[src/rtl/nvs_pkg.sv]
package nvs_pkg;

   typedef enum logic [2:0] {
      OP_NOP        = 3'd0,
      OP_WRITE      = 3'd1,
      OP_STORE_ONE  = 3'd2,
      OP_STORE_ALL  = 3'd3,
      OP_RECALL_ONE = 3'd4,
      OP_RECALL_ALL = 3'd5
   } nvs_op_e;

   typedef enum logic [1:0] {
      ST_BOOT,
      ST_IDLE,
      ST_ARMED,
      ST_BUSY
   } nvs_state_e;

endpackage

[src/rtl/nvs_slot_bank.sv]
module nvs_slot_bank #(
   parameter int NPOT = 4,
   parameter int NSLOT = 4,
   parameter int DW = 8,
   parameter logic [DW-1:0] INIT_BYTE = '0,
   localparam int PW = $clog2(NPOT),
   localparam int SW = $clog2(NSLOT)
) (
   input  logic               clk,
   input  logic [NPOT-1:0]    we_mask_i,
   input  logic [SW-1:0]      we_slot_i,
   input  logic [NPOT*DW-1:0] we_bytes_i,
   input  logic [SW-1:0]      row_slot_i,
   output logic [NPOT*DW-1:0] row_o,
   input  logic [PW-1:0]      rd_pot_i,
   input  logic [SW-1:0]      rd_slot_i,
   output logic [DW-1:0]      rd_data_o
);

   logic [NPOT*DW-1:0] rd_row;

   for (genvar p = 0; p < NPOT; p++) begin : g_pot
      logic [DW-1:0] cells [NSLOT];

      initial begin
         for (int s = 0; s < NSLOT; s++) cells[s] = INIT_BYTE;
      end

      always_ff @(posedge clk) begin
         if (we_mask_i[p]) cells[we_slot_i] <= we_bytes_i[p*DW +: DW];
      end

      assign row_o[p*DW +: DW]  = cells[row_slot_i];
      assign rd_row[p*DW +: DW] = cells[rd_slot_i];
   end

   assign rd_data_o = rd_row[rd_pot_i*DW +: DW];

endmodule

[src/rtl/nvs_seq_ctrl.sv]
module nvs_seq_ctrl
   import nvs_pkg::*;
#(
   parameter int NPOT = 4,
   parameter int NSLOT = 4,
   parameter int DW = 8,
   parameter int BUSY_TICKS = 5000,
   localparam int PW = $clog2(NPOT),
   localparam int SW = $clog2(NSLOT),
   localparam int CW = $clog2(BUSY_TICKS + 1)
) (
   input  logic               clk,
   input  logic               rst_n,
   input  logic               cmd_valid_i,
   input  logic [2:0]         cmd_op_i,
   input  logic [PW-1:0]      pot_i,
   input  logic [SW-1:0]      slot_i,
   input  logic [DW-1:0]      wdata_i,
   input  logic [NPOT*DW-1:0] wiper_i,
   input  logic               wp_n_i,
   input  logic               stop_i,
   input  logic               tick_i,
   input  logic [NPOT*DW-1:0] row_i,
   output logic [SW-1:0]      row_slot_o,
   output logic [NPOT-1:0]    we_mask_o,
   output logic [SW-1:0]      we_slot_o,
   output logic [NPOT*DW-1:0] we_bytes_o,
   output logic               busy_o,
   output logic [NPOT-1:0]    load_o,
   output logic [NPOT*DW-1:0] val_o
);

   nvs_state_e         st;
   nvs_op_e            op;
   logic [CW-1:0]      cnt;
   logic [NPOT-1:0]    mask_q;
   logic [SW-1:0]      slot_q;
   logic [NPOT*DW-1:0] bytes_q;
   logic [NPOT-1:0]    load_q;
   logic [NPOT*DW-1:0] val_q;
   logic [NPOT-1:0]    pot_hot;
   logic               is_store;
   logic               is_recall;

   assign op        = nvs_op_e'(cmd_op_i);
   assign is_store  = (op == OP_WRITE) || (op == OP_STORE_ONE) || (op == OP_STORE_ALL);
   assign is_recall = (op == OP_RECALL_ONE) || (op == OP_RECALL_ALL);
   assign pot_hot   = {{(NPOT-1){1'b0}}, 1'b1} << pot_i;

   assign row_slot_o = (st == ST_BOOT) ? '0 : slot_i;

   always_ff @(posedge clk or negedge rst_n) begin
      if (!rst_n) begin
         st      <= ST_BOOT;
         cnt     <= '0;
         mask_q  <= '0;
         slot_q  <= '0;
         bytes_q <= '0;
         load_q  <= '0;
         val_q   <= '0;
      end else begin
         load_q <= '0;
         unique case (st)
            ST_BOOT: begin
               load_q <= '1;
               val_q  <= row_i;
               st     <= ST_IDLE;
            end
            ST_IDLE: begin
               if (cmd_valid_i && is_store && wp_n_i) begin
                  mask_q  <= (op == OP_STORE_ALL) ? '1 : pot_hot;
                  slot_q  <= slot_i;
                  bytes_q <= (op == OP_WRITE) ? {NPOT{wdata_i}} : wiper_i;
                  st      <= ST_ARMED;
               end else if (cmd_valid_i && is_recall) begin
                  load_q <= (op == OP_RECALL_ALL) ? '1 : pot_hot;
                  val_q  <= row_i;
               end
            end
            ST_ARMED: begin
               if (stop_i) begin
                  cnt <= CW'(BUSY_TICKS);
                  st  <= ST_BUSY;
               end
            end
            ST_BUSY: begin
               if (tick_i) begin
                  if (cnt == CW'(1)) st <= ST_IDLE;
                  cnt <= cnt - CW'(1);
               end
            end
            default: st <= ST_IDLE;
         endcase
      end
   end

   assign we_mask_o  = (st == ST_ARMED && stop_i) ? mask_q : '0;
   assign we_slot_o  = slot_q;
   assign we_bytes_o = bytes_q;
   assign busy_o     = (st == ST_BOOT) || (st == ST_BUSY);
   assign load_o     = load_q;
   assign val_o      = val_q;

   // reset release recalls every pot
   assert_boot_load_R1: assert property (@(posedge clk) disable iff (!rst_n)
      (st == ST_BOOT) |=> (load_q == '1));

   // programming only starts from a sampled stop
   assert_commit_after_stop_R7: assert property (@(posedge clk) disable iff (!rst_n)
      $rose(st == ST_BUSY) |-> $past(stop_i));

   // the countdown never idles at zero while busy
   assert_timer_live_R8: assert property (@(posedge clk) disable iff (!rst_n)
      (st == ST_BUSY) |-> (cnt != '0));

   // protected store leaves the controller idle
   assert_protect_drop_R9: assert property (@(posedge clk) disable iff (!rst_n)
      (st == ST_IDLE && cmd_valid_i && is_store && !wp_n_i) |=> (st == ST_IDLE));

   // no wiper strobe follows a pending or running store
   assert_no_load_busy_R10: assert property (@(posedge clk) disable iff (!rst_n)
      (st == ST_ARMED || st == ST_BUSY) |=> (load_q == '0));

endmodule

[src/rtl/nvs_store_seq.sv]
module nvs_store_seq #(
   parameter int NPOT = 4,
   parameter int NSLOT = 4,
   parameter int DW = 8,
   parameter int BUSY_TICKS = 5000,
   parameter logic [DW-1:0] INIT_BYTE = 8'h80,
   localparam int PW = $clog2(NPOT),
   localparam int SW = $clog2(NSLOT)
) (
   input  logic               clk,
   input  logic               rst_n,
   input  logic               cmd_valid_i,
   input  logic [2:0]         cmd_op_i,
   input  logic [PW-1:0]      pot_sel_i,
   input  logic [SW-1:0]      slot_sel_i,
   input  logic [DW-1:0]      wdata_i,
   input  logic [NPOT*DW-1:0] wiper_i,
   input  logic               wp_n_i,
   input  logic               stop_i,
   input  logic               tick_i,
   output logic [DW-1:0]      rd_data_o,
   output logic               busy_o,
   output logic [NPOT-1:0]    wiper_load_o,
   output logic [NPOT*DW-1:0] wiper_val_o
);

   if (NPOT < 2 || NSLOT < 2 || DW < 1 || BUSY_TICKS < 1) begin : g_param_check
      $error("nvs_store_seq: NPOT and NSLOT need at least 2, DW and BUSY_TICKS at least 1");
   end

   logic [SW-1:0]      row_slot;
   logic [NPOT*DW-1:0] row;
   logic [NPOT-1:0]    we_mask;
   logic [SW-1:0]      we_slot;
   logic [NPOT*DW-1:0] we_bytes;

   nvs_seq_ctrl #(
      .NPOT(NPOT), .NSLOT(NSLOT), .DW(DW), .BUSY_TICKS(BUSY_TICKS)
   ) i_ctrl (
      .clk         (clk),
      .rst_n       (rst_n),
      .cmd_valid_i (cmd_valid_i),
      .cmd_op_i    (cmd_op_i),
      .pot_i       (pot_sel_i),
      .slot_i      (slot_sel_i),
      .wdata_i     (wdata_i),
      .wiper_i     (wiper_i),
      .wp_n_i      (wp_n_i),
      .stop_i      (stop_i),
      .tick_i      (tick_i),
      .row_i       (row),
      .row_slot_o  (row_slot),
      .we_mask_o   (we_mask),
      .we_slot_o   (we_slot),
      .we_bytes_o  (we_bytes),
      .busy_o      (busy_o),
      .load_o      (wiper_load_o),
      .val_o       (wiper_val_o)
   );

   nvs_slot_bank #(
      .NPOT(NPOT), .NSLOT(NSLOT), .DW(DW), .INIT_BYTE(INIT_BYTE)
   ) i_bank (
      .clk        (clk),
      .we_mask_i  (we_mask),
      .we_slot_i  (we_slot),
      .we_bytes_i (we_bytes),
      .row_slot_i (row_slot),
      .row_o      (row),
      .rd_pot_i   (pot_sel_i),
      .rd_slot_i  (slot_sel_i),
      .rd_data_o  (rd_data_o)
   );

endmodule

[config.mk]
export PLATFORM = sky130hd
export DESIGN_NAME = nvs_store_seq
export DESIGN_NICKNAME = d
export VERILOG_FILES = /design/src/rtl/nvs_pkg.sv /design/src/rtl/nvs_slot_bank.sv /design/src/rtl/nvs_seq_ctrl.sv /design/src/rtl/nvs_store_seq.sv
export SDC_FILE = /design/constraint.sdc
export NUM_CORES = 1
export LEC_CHECK = 0
export BUFFER_PORTS_ARGS = -buffer_cell sky130_fd_sc_hd__buf_2
export CAP_MARGIN = 15
export CORE_MARGIN = 2
export CORE_UTILIZATION = 45
export CTS_CLUSTER_DIAMETER = 30
export DETAILED_ROUTE_END_ITERATION = 10
export PLACE_DENSITY = 0.63
export SLEW_MARGIN = 20
export SYNTH_ARGS = -nofsm -noshare
export SYNTH_HDL_FRONTEND = slang
export SYNTH_SLANG_ARGS = --single-unit
[constraint.sdc]
create_clock -name clk -period 2.28 [get_ports clk]
set_input_delay 0.228 -clock clk [delete_from_list [all_inputs] [get_ports clk]]
set_output_delay 0.228 -clock clk [all_outputs]
set_load 0.02 [all_outputs]
==> impl_metrics.json <==
{
  "status": "completed",
  "grt_start_max_net_pins": 69,
  "final.setup.tns_ns": 0,
  "clk_pin_slew_ns": 0.04,
  "fillCellCount": 1802,
  "setup.worst_path.start": "i_bank.g_pot[0].cells[3][5]",
  "numCtsBuffers": 47,
  "synthFlopType": "edfxtp_1",
  "finalClockSkew_ns": 0.0256,
  "drt-pass1-iter-count": 4,
  "required_ns": 2.05,
  "drc": 0,
  "ys_ff_latch": 217,
  "power.density_mw_per_mm2": 928,
  "netlist_top_cells_area": "edfxtp_1 (39%), dfrtp_1 (23%), mux2_2 (5.5%)",
  "die_area_mm2": 0.0231,
  "drtIter0Drc": 566,
  "async_flop_share_pct": 41.0,
  "htreeDepth": 2,
  "pre_cts_ws_ns": 0.0833,
  "cts_max_path_buffers": 3,
  "wl_per_cell_um": 18.8,
  "grt_pass1_wl_mm": 39.2,
  "dp_hpwl_mm": 17.0,
  "peakVddDrop_uv": 484,
  "worstPathCellList": "mux2_2 -> nand2_1 -> nor3b_1 -> buf_4 -> a211oi_1 -> buf_2",
  "rsz0062_at_grt": "false",
  "syn-num-nets": 931,
  "layout_setup_ws_ns": 0.0288,
  "critPathLaunchType": "flip-flop",
  "nets": 1072,
  "viasPerCell": 5.39,
  "cp.arrival_ns": 2.02,
  "hold_path_class": "in2reg",
  "yosysSeqAreaShare_pct": 61.5,
  "reg2reg_to": "i_ctrl.cnt[12]",
  "max-slew-margin-rel_pct": 57.5,
  "endpoint": "rd_data_o[5]",
  "num_antenna_cells": 0,
  "synth_top_area_share_pct": 39.0,
  "final_common_cell": "edfxtp_1",
  "synth_edf_count": 128,
  "synth_cells": 871,
  "grt_overflow": 0,
  "root_buffer": "clkbuf_16",
  "maxCapViolations": 0,
  "final_cell_mix": "edfxtp_1 (128), nand2_1 (108), o21ai_0 (100)",
  "path_max_fanout": 2,
  "clkSinkCount": 217,
  "cp_slowest_stage_delay_ns": 0.38,
  "critical_path_class": "reg2out",
  "finalHoldViolations": 0,
  "grt_pass1_vias": 7176,
  "ys_warn_count": 0,
  "rr_startpoint": "i_ctrl.st[0]",
  "io_pins": 98,
  "crit_family": "buffers and inverters",
  "reg2reg_setup_slack_ns": 0.16,
  "grt_usage_pct": 21.7,
  "period_needed_ns": 2.25,
  "dieWidth_um": 152,
  "coreArea_mm2": 0.0217,
  "rows": 54,
  "antenna_left": 0,
  "yosys.cell_types.count": 44,
  "fmax_mhz": 444,
  "io_buffers": 97,
  "crit_cells": 6,
  "syn_to_final_growth_pct": 28.3,
  "drive_gt1_share_pct": 26.6,
  "vias": 7166,
  "cts_tree": "built",
  "syn_area_mm2": 0.00987,
  "timing.final.max_slew_violations": 0,
  "start_util_pct": 45.5,
  "clkLatencyLatePin_ns": 0.53,
  "antenna_found_initial": 0,
  "p_leak_uw": 0.00553,
  "worst-path-buf-inv": 2,
  "die_y_um": 152,
  "fin_crit_sh_pct": 98.7,
  "total_power_uw": 11800,
  "place_congestion": 0.863,
  "worstMarginPinSlew_ns": 0.638,
  "finalWirelength_mm": 25.0,
  "end_kind": "output port",
  "avgSynthCellArea_um2": 11.3,
  "slowest_stage": "a211oi_1",
  "reg2reg_depth": 6,
  "yosys.area.top_type": "edfxtp_1",
  "setup_violations": 0
}
==> tightest hold or removal path, stage by stage <==
cell and delay (ns):
buf_2 0.08, a21oi_1 0.05, o21ai_0 0.13
==> layer usage <==
layer | vias to the layer above | GRT usage [%] | share of wire (%)
met5 | - | 0 | 0
met1 | 3443 | 30.2 | 46
met4 | 0 | 8.06 | 2.6
met2 | 202 | 34.3 | 46
met3 | 50 | 3.91 | 4.7
li1 | 3471 | - | -
==> cell usage after synthesis (all sizes together) (8+ instances only) <==
master,n
a22o,8
mux2,48
or2,9
a21o,8
o21ai,100
nor3b,8
nor2,37
a21oi,93
dfrtp,89
nor2b,38
buf,14
clkbuf,45
nand2,108
nand3,10
nand2b,10
mux2i,12
inv,15
edfxtp,128
a211oi,8
o22a,32
==> logic make-up after synthesis <==
| group | synth area share [%] |
|---|---|
| adders and majority gates | 0.888 |
| muxes | 6.70 |
| DFF | 61.5 |
| xor gates and xnor gates | 0.266 |
| and+or+nand+nor | 11.9 |
| AOI/OAI and AO/OA | 15.7 |
| buffers and inverters | 2.98 |
==> power by group <==
group	internal, uW	switching [uW]
Combinational	237	322
Sequential	4210	62.6
Clock	4890	2040
Total	9330	2420
==> final cells by class <==
cell class | count | area (um^2) | area share [%]
flip-flops and latches | 217 | 6070 | 47.9
multi-input cells | 580 | 3520 | 27.8
clock buffers | 65 | 1350 | 10.6
clock inverters | 22 | 305 | 2.41
inverters | 15 | 56.3 | 0.445
repair buffers | 151 | 1020 | 8.02
well taps | 280 | 350 | 2.77
==> state kept, by name (all words and copies together), names as in the netlist <==
register            count
i_bank.g_pot.cells    128
i_ctrl.cnt             13
i_ctrl.load_o           4
i_ctrl.mask_q           4
i_ctrl.st               2
i_ctrl.val_o           32
i_ctrl.we_bytes_o      32
i_ctrl.we_slot_o        2
==> how the worst min path moves through the flow <==
stage                           start                     to  slack (ns)  cells past startpoint
after floorplan                 rst_n          i_ctrl.cnt[0]       -0.07                      0
after global placement          rst_n         i_ctrl.cnt[12]        0.35                      2
after detailed placement        rst_n         i_ctrl.cnt[12]        0.35                      2
after CTS                  wiper_i[4]   i_ctrl.we_bytes_o[4]       0.002                      3
after global routing      wiper_i[25]  i_ctrl.we_bytes_o[25]        0.02                      3
final                     wiper_i[17]  i_ctrl.we_bytes_o[17]        0.01                      3
==> through the flow <==
stage / util (%) / hold WS [ns] / cells / instance area, um^2
final: 58.4 / 0.0113 / 1330 / 12700
after global routing: 58.4 / 0.0217 / 1330 / 12700
after floorplan: - / -0.0676 / 871 / 9870
after global placement: 50.1 / 0.347 / 1228 / 10900
after detailed placement: 50.1 / 0.351 / 1228 / 10900
after CTS: 58.3 / 0.00189 / 1328 / 12600
==> what timing repair did <==
| action | CTS | global route |
|---|---|---|
| setup buffers | 0 | 2 |
| resized for setup | 1 | 1 |
| endpoints found under the setup margin | 1 | 3 |
| pin swaps | 0 | 1 |
| hold buffers | 13 | 0 |
| hold endpoints to repair | 101 | 0 |
Power figures use the tool's default switching activity.
